## src/rtl/nsc_pkg.sv

```systemverilog
package nsc_pkg;
    typedef enum logic [2:0] {
        ST_IDLE,
        ST_SETUP,
        ST_STROBE,
        ST_HOLD,
        ST_BUSY
    } cyc_state_t;

    localparam int unsigned IRQ_RISE  = 0;
    localparam int unsigned IRQ_LEVEL = 1;
    localparam int unsigned IRQ_FALL  = 2;
    localparam int unsigned IRQ_NUM   = 3;
endpackage

```

## src/rtl/nsc_sect_decode.sv

```systemverilog
module nsc_sect_decode #(
    parameter int unsigned AW      = 18,
    parameter int unsigned CMD_BIT = 16,
    parameter int unsigned ADR_BIT = 17
) (
    input  logic [AW-1:0] addr,
    output logic          cle,
    output logic          ale
);
    // section bits drive the latch lines directly
    assign cle = addr[CMD_BIT];
    assign ale = addr[ADR_BIT];

    logic unused_offset_bits;
    assign unused_offset_bits = ^addr;
endmodule

```

## src/rtl/nsc_rb_sync.sv

```systemverilog
module nsc_rb_sync (
    input  logic clk,
    input  logic rst_n,
    input  logic rb_async,
    output logic rb_s,
    output logic rb_rise,
    output logic rb_fall
);
    logic meta_q, sync_q, prev_q;

    // reset to "ready" so no spurious edge appears after reset
    always_ff @(posedge clk or negedge rst_n) begin
        if (!rst_n) begin
            meta_q <= 1'b1;
            sync_q <= 1'b1;
            prev_q <= 1'b1;
        end else begin
            meta_q <= rb_async;
            sync_q <= meta_q;
            prev_q <= sync_q;
        end
    end

    assign rb_s    = sync_q;
    assign rb_rise = sync_q & ~prev_q;
    assign rb_fall = ~sync_q & prev_q;
endmodule

```

## src/rtl/nsc_irq_gen.sv

```systemverilog
module nsc_irq_gen
    import nsc_pkg::*;
(
    input  logic               clk,
    input  logic               rst_n,
    input  logic               rb_s,
    input  logic               rb_rise,
    input  logic               rb_fall,
    input  logic               en_rise,
    input  logic               en_level,
    input  logic               en_fall,
    input  logic [IRQ_NUM-1:0] clr,
    output logic [IRQ_NUM-1:0] status,
    output logic               irq
);
    logic [IRQ_NUM-1:0] evt, en;

    always_comb begin
        evt            = '0;
        en             = '0;
        evt[IRQ_RISE]  = rb_rise;
        evt[IRQ_LEVEL] = rb_s;
        evt[IRQ_FALL]  = rb_fall;
        en[IRQ_RISE]   = en_rise;
        en[IRQ_LEVEL]  = en_level;
        en[IRQ_FALL]   = en_fall;
    end

    for (genvar i = 0; i < IRQ_NUM; i++) begin : g_bit
        always_ff @(posedge clk or negedge rst_n) begin
            if (!rst_n)
                status[i] <= 1'b0;
            else if (evt[i] && en[i])
                status[i] <= 1'b1;      // set wins over clear
            else if (clr[i])
                status[i] <= 1'b0;
        end

        AST_STICKY_BIT: assert property (@(posedge clk) disable iff (!rst_n)
            (status[i] && !clr[i]) |=> status[i]);
    end

    assign irq = |status;
endmodule

```

## src/rtl/nsc_cycle_fsm.sv

```systemverilog
module nsc_cycle_fsm
    import nsc_pkg::*;
#(
    parameter int unsigned CW = 4,
    parameter int unsigned DW = 8
) (
    input  logic          clk,
    input  logic          rst_n,
    input  logic          req_valid,
    input  logic          req_write,
    input  logic          req_cle,
    input  logic          req_ale,
    input  logic [DW-1:0] req_wdata,
    output logic          req_ready,
    input  logic [CW-1:0] cfg_setup,
    input  logic [CW-1:0] cfg_wait,
    input  logic [CW-1:0] cfg_hold,
    input  logic [CW-1:0] cfg_hiz,
    input  logic          wait_en,
    input  logic          rb_s,
    input  logic [DW-1:0] dq_i,
    output logic          ce_n,
    output logic          re_n,
    output logic          we_n,
    output logic          cle,
    output logic          ale,
    output logic [DW-1:0] dq_o,
    output logic          dq_oe,
    output logic          rsp_valid,
    output logic [DW-1:0] rsp_rdata,
    output logic          in_cycle
);
    localparam int unsigned EW = CW + 2;
    localparam logic [EW-1:0] ELAP_MAX = '1;

    cyc_state_t    state, nxt;
    logic [CW-1:0] cnt;
    logic [EW-1:0] elap;
    logic [CW-1:0] set_q, wait_q, hold_q, hiz_q;
    logic          wr_q, cle_q, ale_q;
    logic [DW-1:0] data_q;
    logic          busy_stall, accept, last_strobe;

    assign busy_stall  = wait_en & ~rb_s;
    assign accept      = (state == ST_IDLE) && !busy_stall && req_valid;
    assign last_strobe = (state == ST_STROBE) && (cnt == wait_q);

    // next-state logic
    always_comb begin
        nxt = state;
        unique case (state)
            ST_IDLE: begin
                if (busy_stall)     nxt = ST_BUSY;
                else if (req_valid) nxt = ST_SETUP;
            end
            ST_SETUP:  if (cnt == set_q)  nxt = ST_STROBE;
            ST_STROBE: if (cnt == wait_q) nxt = ST_HOLD;
            ST_HOLD: begin
                if (cnt == hold_q) nxt = busy_stall ? ST_BUSY : ST_IDLE;
            end
            ST_BUSY:   if (!busy_stall)   nxt = ST_IDLE;
            default:   nxt = ST_IDLE;
        endcase
    end

    // state register and phase counters
    always_ff @(posedge clk or negedge rst_n) begin
        if (!rst_n) begin
            state <= ST_IDLE;
            cnt   <= '0;
            elap  <= '0;
        end else begin
            state <= nxt;
            if (nxt != state || nxt == ST_IDLE || nxt == ST_BUSY)
                cnt <= '0;
            else
                cnt <= cnt + 1'b1;
            if (accept)
                elap <= '0;
            else if (elap != ELAP_MAX)
                elap <= elap + 1'b1;
        end
    end

    // access capture at acceptance
    always_ff @(posedge clk or negedge rst_n) begin
        if (!rst_n) begin
            wr_q   <= 1'b0;
            cle_q  <= 1'b0;
            ale_q  <= 1'b0;
            data_q <= '0;
            set_q  <= '0;
            wait_q <= '0;
            hold_q <= '0;
            hiz_q  <= '0;
        end else if (accept) begin
            wr_q   <= req_write;
            cle_q  <= req_cle;
            ale_q  <= req_ale;
            data_q <= req_wdata;
            set_q  <= cfg_setup;
            wait_q <= cfg_wait;
            hold_q <= cfg_hold;
            hiz_q  <= cfg_hiz;
        end
    end

    // read capture on the last strobe clock
    always_ff @(posedge clk or negedge rst_n) begin
        if (!rst_n) begin
            rsp_valid <= 1'b0;
            rsp_rdata <= '0;
        end else begin
            rsp_valid <= last_strobe && !wr_q;
            if (last_strobe && !wr_q)
                rsp_rdata <= dq_i;
        end
    end

    // outputs from the state register
    always_comb begin
        in_cycle  = 1'b0;
        ce_n      = 1'b1;
        re_n      = 1'b1;
        we_n      = 1'b1;
        cle       = 1'b0;
        ale       = 1'b0;
        dq_oe     = 1'b0;
        req_ready = 1'b0;
        unique case (state)
            ST_IDLE:  req_ready = !busy_stall;
            ST_SETUP, ST_STROBE, ST_HOLD: begin
                in_cycle = 1'b1;
                ce_n     = 1'b0;
                cle      = cle_q;
                ale      = ale_q;
                dq_oe    = wr_q && (elap > EW'(hiz_q));
                if (state == ST_STROBE) begin
                    we_n = !wr_q;
                    re_n = wr_q;
                end
            end
            ST_BUSY:  ce_n = 1'b0;
            default:  ;
        endcase
    end

    assign dq_o = data_q;

    AST_STROBE_SPAN: assert property (@(posedge clk) disable iff (!rst_n)
        (state == ST_STROBE && cnt != wait_q) |=> (state == ST_STROBE));

    AST_SETUP_BEFORE_STROBE: assert property (@(posedge clk) disable iff (!rst_n)
        $fell(we_n) |-> $past(!ce_n));

    AST_BUSY_KEEPS_CE: assert property (@(posedge clk) disable iff (!rst_n)
        (state == ST_BUSY && wait_en && !rb_s) |=> (!ce_n && !req_ready));

    AST_RSP_ONE_PULSE: assert property (@(posedge clk) disable iff (!rst_n)
        rsp_valid |=> !rsp_valid);

    AST_OE_UNDER_CE: assert property (@(posedge clk) disable iff (!rst_n)
        dq_oe |-> (!ce_n && re_n));
endmodule

```

## src/rtl/nand_sect_ctrl.sv

```systemverilog
module nand_sect_ctrl
    import nsc_pkg::*;
#(
    parameter int unsigned AW = 18,
    parameter int unsigned DW = 8,
    parameter int unsigned CW = 4
) (
    input  logic          clk,
    input  logic          rst_n,
    input  logic          req_valid,
    input  logic          req_write,
    input  logic [AW-1:0] req_addr,
    input  logic [DW-1:0] req_wdata,
    output logic          req_ready,
    output logic          rsp_valid,
    output logic [DW-1:0] rsp_rdata,
    input  logic [CW-1:0] cfg_setup,
    input  logic [CW-1:0] cfg_wait,
    input  logic [CW-1:0] cfg_hold,
    input  logic [CW-1:0] cfg_hiz,
    input  logic          cfg_wait_en,
    input  logic          cfg_irq_rise_en,
    input  logic          cfg_irq_level_en,
    input  logic          cfg_irq_fall_en,
    input  logic [2:0]    irq_clr,
    output logic [2:0]    irq_status,
    output logic          irq,
    output logic          nf_ce_n,
    output logic          nf_re_n,
    output logic          nf_we_n,
    output logic          nf_cle,
    output logic          nf_ale,
    output logic [DW-1:0] nf_dq_o,
    output logic          nf_dq_oe,
    input  logic [DW-1:0] nf_dq_i,
    input  logic          nf_rb
);
    logic dec_cle, dec_ale;
    logic rb_s, rb_rise, rb_fall;
    logic in_cycle;

    nsc_sect_decode #(.AW(AW), .CMD_BIT(16), .ADR_BIT(17)) u_dec (
        .addr (req_addr),
        .cle  (dec_cle),
        .ale  (dec_ale)
    );

    nsc_rb_sync u_sync (
        .clk      (clk),
        .rst_n    (rst_n),
        .rb_async (nf_rb),
        .rb_s     (rb_s),
        .rb_rise  (rb_rise),
        .rb_fall  (rb_fall)
    );

    nsc_cycle_fsm #(.CW(CW), .DW(DW)) u_fsm (
        .clk       (clk),
        .rst_n     (rst_n),
        .req_valid (req_valid),
        .req_write (req_write),
        .req_cle   (dec_cle),
        .req_ale   (dec_ale),
        .req_wdata (req_wdata),
        .req_ready (req_ready),
        .cfg_setup (cfg_setup),
        .cfg_wait  (cfg_wait),
        .cfg_hold  (cfg_hold),
        .cfg_hiz   (cfg_hiz),
        .wait_en   (cfg_wait_en),
        .rb_s      (rb_s),
        .dq_i      (nf_dq_i),
        .ce_n      (nf_ce_n),
        .re_n      (nf_re_n),
        .we_n      (nf_we_n),
        .cle       (nf_cle),
        .ale       (nf_ale),
        .dq_o      (nf_dq_o),
        .dq_oe     (nf_dq_oe),
        .rsp_valid (rsp_valid),
        .rsp_rdata (rsp_rdata),
        .in_cycle  (in_cycle)
    );

    nsc_irq_gen u_irq (
        .clk      (clk),
        .rst_n    (rst_n),
        .rb_s     (rb_s),
        .rb_rise  (rb_rise),
        .rb_fall  (rb_fall),
        .en_rise  (cfg_irq_rise_en),
        .en_level (cfg_irq_level_en),
        .en_fall  (cfg_irq_fall_en),
        .clr      (irq_clr),
        .status   (irq_status),
        .irq      (irq)
    );

    AST_STROBE_UNDER_CE: assert property (@(posedge clk) disable iff (!rst_n)
        (!nf_we_n || !nf_re_n) |-> !nf_ce_n);

    AST_LATCH_STABLE: assert property (@(posedge clk) disable iff (!rst_n)
        (in_cycle && $past(in_cycle)) |-> ($stable(nf_cle) && $stable(nf_ale)));

    AST_LATCH_IDLE_LOW: assert property (@(posedge clk) disable iff (!rst_n)
        nf_ce_n |-> (!nf_cle && !nf_ale));

    AST_IRQ_MATCHES: assert property (@(posedge clk) disable iff (!rst_n)
        (irq_status != 3'b000) |-> irq);
endmodule

```

## config.mk

```make
export PLATFORM = sky130hd
export DESIGN_NAME = nand_sect_ctrl
export DESIGN_NICKNAME = d
export VERILOG_FILES = /design/src/rtl/nsc_pkg.sv /design/src/rtl/nsc_sect_decode.sv /design/src/rtl/nsc_rb_sync.sv /design/src/rtl/nsc_irq_gen.sv /design/src/rtl/nsc_cycle_fsm.sv /design/src/rtl/nand_sect_ctrl.sv
export SDC_FILE = /design/constraint.sdc
export NUM_CORES = 1
export LEC_CHECK = 0
export ABC_CLOCK_PERIOD_IN_PS = 3000
export BUFFER_PORTS_ARGS = -buffer_cell sky130_fd_sc_hd__buf_2
export CORE_ASPECT_RATIO = 0.8
export CORE_MARGIN = 3
export CORE_UTILIZATION = 39
export DETAILED_ROUTE_END_ITERATION = 6
export HOLD_SLACK_MARGIN = 0.05
export PLACE_DENSITY = 0.72
export SYNTH_ARGS = -nofsm -noshare
export SYNTH_HDL_FRONTEND = slang
export SYNTH_SLANG_ARGS = --single-unit
```

## constraint.sdc

```tcl
create_clock -name clk -period 3 [get_ports clk]
set_input_delay 0.6 -clock clk [delete_from_list [all_inputs] [get_ports clk]]
set_output_delay 0.6 -clock clk [all_outputs]
set_load 0.005 [all_outputs]
```

==> flow_summary.ini, run 1 <==
[final_layout]
drive_above_1_share = 0.362
fill_cells = 559
fin_area_um2 = 3030
diodes = 0
stdcell_count = 352
fin_nets = 338
area_growth_pct = 19.8
final_common_cell = buf_2
layout_common_cells = 73 x buf_2, 52 x dfrtp_1, 24 x mux2_1, 14 x xnor2_1, 13 x nor2_1

[cts]
clockBufferDepth = 2
cts_tree = done
cts-hold-fix-buffers = 0
clockRootBuffer = clkbuf_8
clock-sinks = 55
clk_pin_slew_ns = 0.10
clk_latency_ns = 0.30
cts_setup_buffers = 0
numCtsBuffers = 5
htree_levels = 2
ctsResizeCount = 0

[synthesis]
synthArstFlopShare = 1.00
ys.flop_type = dfrtp_1
ys_seq_area_frac = 0.545
synth_edf_count = 0
syn_nets = 264
syn_area_um2 = 2530
yosysWarnings = 0
syn_avg_cell_area_um2 = 12.9
synth_cells = 196
synth_cell_types = 41
ys_seq_elements = 55

[setup_path]
reg2regPathDepth = 5
crit_path_cell_trace = ha_1 > nor2b_1 > o21ai_0 > a21oi_1 > o311a_1 > buf_2
rrSetupSlack_ns = 1.05
crit_required_ns = 2.40
critPathSlowestCell = dfrtp_1
max_stage_delay_ns = 0.42
arrival_ns = 1.82
r2r_start = u_sync.rb_s
timing.rr.end = u_fsm.hold_q[0]
crit_path_end_kind = primary output
critPathKind = flop to primary output
critical_path.max_fanout = 4
critPathLaunchType = flop

[power]
vdd_drop_max_mv = 0.345
p_leak_nw = 1.47
p_per_area_nw_per_um2 = 903

[floorplanning]
dieArea_um2 = 7500
start_util = 0.415
core-area_um2 = 6100
fp.dieH_um = 78.1
num_rows = 25
io_pins = 90
die_w_um = 96.1

[drt]
wl_per_cell_um = 13.5
drt_iter0_markers = 41
avgViaCountPerCell = 4.79
first_pass_iters = 4
ant_nets = 0
vias = 1685
drc = 0
drt-total-wl_mm = 4.75

[grt]
grt_pass1_wl_mm = 7.54
grt_max_degree = 56
grt_pass1_vias = 1601
antenna_found_initial = 0
grt-ovfl-total = 0
grtUsageTotal = 0.130

[min_path]
whs_path_depth = 0
hold_end = u_sync.rb_s
hold_path.class = flop to flop
min-delay-start = u_sync.meta_q

[timing]
relSlewSlack = 0.547
fin_skew_ns = 0.00832
fin_crit_sh = 0.806
tns_ns = 0
tightest_slew_ns = 0.680
max_freq_mhz = 413
hold_violations = 0
layout_min_cycle_time_ns = 2.42
finalSetupViolations = 0
rsz0062_at_grt = no
drv_slew = 0

[flow_run]
cap_violations = 0

[outcome]
status = completed

[placement]
place_congestion = 0.719
dp_cells = 344
dp_hpwl_mm = 3.48
place_area_um2 = 2950
port_buffers = 73
## sequential cells by signal, indices dropped and copies added (netlist names), 3 cells and up
name	cells
u_fsm.dq_o	8
u_fsm.rsp_rdata	8
u_fsm.elap	6
u_fsm.cnt	4
u_fsm.hiz_q	4
u_fsm.hold_q	4
u_fsm.set_q	4
u_fsm.wait_q	4
u_fsm.state	3
u_irq.status	3
## layout make-up
cell class,instances,area (um2),area share
clock buffers,7,76.3,0.0252
repair buffers,75,393,0.130
inverters,9,33.8,0.0111
multi-input cells,124,1040,0.344
clock inverters,1,5.00,0.00165
flip-flops and latches,55,1380,0.455
well taps,81,101,0.0334
## where the power goes
part,switching [mW],internal (mW)
registers,0.243,1.05
logic,0.452,0.600
clock network,0.226,0.164
## cells in the mapped netlist (all sizes together), types with 2 or more instances
cell	count	share of area
ha	6	0.030
nand3	4	0.0079
nor3	4	0.0079
a21oi	2	0.0040
xor2	2	0.0069
nor2	13	0.019
dfrtp	52	0.51
and3	3	0.0074
buf	8	0.029
xnor2	14	0.048
nand4	4	0.0099
a31oi	3	0.0074
nand2	4	0.0059
dfstp	3	0.031
o21ai	4	0.0079
inv	9	0.013
and2	3	0.0074
mux2	35	0.17
nor2b	4	0.0099
nor3b	3	0.011
## logic make-up after synthesis
| group | share of synthesized area |
|---|---|
| compound gates | 0.0391 |
| simple gates | 0.117 |
| mux | 0.172 |
| flops | 0.545 |
| buf+inv | 0.0425 |
| fa+ha+maj | 0.0297 |
| xor+xnor | 0.0554 |
## critical path: cells and delay by family, from the launching register on
family / cells / cell delay [ns]
AOI/OAI and AO/OA: 3 / 0.54
adders and majority gates: 1 / 0.29
DFF: 1 / 0.42
buffers and inverters: 1 / 0.13
and+or+nand+nor: 1 / 0.13
## per-layer routing
| metal | GRT usage | up-vias | share of wire |
|---|---|---|---|
| met4 | 0.0540 | 0 | 0.013 |
| met5 | 0 | - | 0 |
| li1 | - | 827 | - |
| met2 | 0.191 | 71 | 0.41 |
| met3 | 0.0364 | 7 | 0.091 |
| met1 | 0.180 | 780 | 0.49 |
## worst max path at each step
| stage | slack, ns | depth (start not counted) | start | end |
|---|---|---|---|---|
| final | 0.58 | 6 | u_fsm.elap[1] | nf_dq_oe |
| after global routing | 0.39 | 7 | u_fsm.hiz_q[1] | nf_dq_oe |
| after CTS | 0.55 | 6 | u_fsm.elap[1] | nf_dq_oe |
| after detailed placement | 0.82 | 6 | cfg_wait_en | u_fsm.hold_q[0] |
| after global placement | 0.83 | 6 | cfg_wait_en | u_fsm.wait_q[2] |
| after floorplan | 1.12 | 5 | u_fsm.elap[1] | nf_dq_oe |
## through the flow
| stage | util | power [mW] | setup WS, ns | hold WS, ns |
|---|---|---|---|---|
| 5_1_grt | 0.497 | 2.99 | 0.386 | 0.369 |
| 3_3_place_gp | 0.484 | 2.33 | 0.832 | 0.347 |
| 2_1_floorplan | - | 2.02 | 1.12 | 0.304 |
| 4_1_cts | 0.497 | 2.78 | 0.553 | 0.360 |
| 6_report | 0.497 | 2.74 | 0.581 | 0.359 |
| 3_5_place_dp | 0.484 | 2.38 | 0.824 | 0.347 |
Note: power is estimated with default switching activity, not from simulation.
==> run 2, diff against run 1 <==
Settings changed: ABC_AREA set to 1, ABC_CLOCK_PERIOD_IN_PS 3000 to 2500.
Clock period 3 ns to 2.5 ns, I/O delays scaled along.
==> run 2 against run 1 <==
Compared with the run above:
- utilization is 0.94 points higher
- first-iteration DRC count is 140% higher
- largest cell class unchanged
- global-route usage is 2.5 points higher
- sequential cell count stayed put
- die area is 2.6% higher
- power is 21% higher
==> flow_summary.ini, run 2 <==
[final_layout]
area_growth_pct = 20.6
fin_nets = 460
layout_common_cells = 117 x nand2_1, 73 x buf_2, 52 x dfrtp_1, 37 x inv_1, 21 x nor2_1
final_common_cell = nand2_1
diodes = 0
drive_above_1_share = 0.257

[synthesis]
syn_nets = 384
ys.flop_type = dfrtp_1
synth_top_cell_area_share = 0.500
synthArstFlopShare = 1.00
yosysMostFrequentCell = nand2_1
syn_avg_cell_area_um2 = 8.24
synth_cells = 316
ys_seq_elements = 55
ys_top_cells_by_area = dfrtp_1 50%, nand2_1 17%, inv_1 5.3%, o21ai_1 3.7%, dfstp_2 3.0%
synth_edf_count = 0
syn_area_um2 = 2600
yosysWarnings = 0
synth_top_area_cell = dfrtp_1
ys_seq_area_frac = 0.530
synth_cell_types = 28
synthTopCellsByCount = 117 x nand2_1, 52 x dfrtp_1, 37 x inv_1

[timing]
relSlewSlack = 0.626
tns_ns = 0
hold_violations = 0
layout_min_cycle_time_ns = 2.15
tightest_slew_ns = 0.561
fin_crit_sh = 0.860
finalSetupViolations = 0
max_freq_mhz = 465
fin_skew_ns = 0.00564
drv_slew = 0
rsz0062_at_grt = no

[drt]
avgViaCountPerCell = 4.58
drt-total-wl_mm = 5.49
ant_nets = 0
drt_iter0_markers = 97
wl_per_cell_um = 11.6
drc = 0
vias = 2170
first_pass_iters = 4

[setup_path]
timing.rr.end = u_fsm.hiz_q[3]
critPathKind = flop to primary output
crit_required_ns = 2.00
r2r_start = u_fsm.state[1]
reg2regPathDepth = 6
critPathLaunchType = flop
max_stage_delay_ns = 0.42
crit_path_cell_trace = ha_1 > inv_1 > nor2_1 > o211ai_1 > nand2_1 > nand2_1 > a31oi_1 > buf_2
arrival_ns = 1.65
path_common_cell = nand2_1
critical_path.max_fanout = 4
critPathSlowestCell = dfrtp_1
rrSetupSlack_ns = 0.92
crit_path_end_kind = primary output

[grt]
grt-ovfl-total = 0
grt_pass1_vias = 2167
grtUsageTotal = 0.155
grt_pass1_wl_mm = 9.69
grt_max_degree = 33
antenna_found_initial = 0

[placement]
dp_hpwl_mm = 4.17
place_congestion = 0.812
port_buffers = 73

[power]
power_mw = 3.32
p_leak_nw = 1.65
p_per_area_nw_per_um2 = 1060
vdd_drop_max_mv = 0.491

[cts]
clockBufferDepth = 2
htree_levels = 2
clock-sinks = 55
ctsResizeCount = 0
cts_tree = done
cts_setup_buffers = 0
clockRootBuffer = clkbuf_8
cts-hold-fix-buffers = 0
numCtsBuffers = 5
clk_pin_slew_ns = 0.09
clk_latency_ns = 0.31

[floorplanning]
die_w_um = 97.3
num_rows = 25
start_util = 0.420
dieArea_um2 = 7700
io_pins = 90
core-area_um2 = 6190
fp.dieH_um = 79.1

[flow_run]
cap_violations = 0

[min_path]
hold_path.class = input pin to async pin

[outcome]
status = completed
==> run 2: report_power, final <==
part           total, mW  internal, mW  switching [mW]
registers           1.50          1.24           0.264
clock network      0.475         0.196           0.279
logic               1.34         0.556           0.784
total               3.32          1.99            1.33
==> run 2: worst max-delay path, delay by kind of cell, from the launching register on <==
family	cells	cell delay (ns)
compound gates	2	0.24
fa+ha+maj	1	0.31
flops	1	0.42
buf+inv	2	0.19
simple gates	3	0.20
==> run 2: how the worst max path moves through the flow <==
stage,start,to,depth (start not counted)
2_1_floorplan,u_fsm.elap[1],nf_dq_oe,7
3_3_place_gp,u_fsm.elap[1],nf_dq_oe,8
3_5_place_dp,u_fsm.elap[1],nf_dq_oe,8
4_1_cts,u_fsm.elap[1],nf_dq_oe,8
5_1_grt,u_fsm.elap[1],nf_dq_oe,8
6_report,u_fsm.elap[1],nf_dq_oe,8
==> run 2: per-layer routing <==
metal / track usage / up-vias / part of all wire
li1: - / 1133 / -
met1: 0.198 / 972 / 0.46
met2: 0.251 / 59 / 0.46
met3: 0.0562 / 6 / 0.069
met4: 0.0429 / 0 / 0.014
met5: 0 / - / 0
==> run 2: cell families after synthesis <==
kind of cell | count (synthesis) | synth area share
AOI/OAI and AO/OA | 47 | 0.0981
xor gates and xnor gates | 3 | 0.0101
adders and majority gates | 6 | 0.0288
buffers and inverters | 48 | 0.0822
DFF | 55 | 0.530
and+or+nand+nor | 157 | 0.250
==> run 2: layout make-up <==
| type | instances | area, um2 |
|---|---|---|
| multi-input cells | 213 | 1010 |
| clock inverters | 2 | 12.5 |
| flip-flops and latches | 55 | 1380 |
| repair buffers | 76 | 400 |
| well taps | 81 | 101 |
| clock buffers | 6 | 72.6 |
| inverters | 41 | 156 |
| fillers | 607 | 3060 |
==> run 2: through the flow <==
step                      instance area, um2   util  hold WS (ns)  setup WS, ns  std cells
after global routing                    3140  0.507         0.198         0.123        474
after detailed placement                3050  0.493         0.348         0.663        466
final                                   3140  0.507         0.173         0.351        474
after CTS                               3140  0.507         0.187         0.308        474
after floorplan                         2600      -         0.204         0.901        316
after global placement                  3050  0.493         0.346         0.693        466
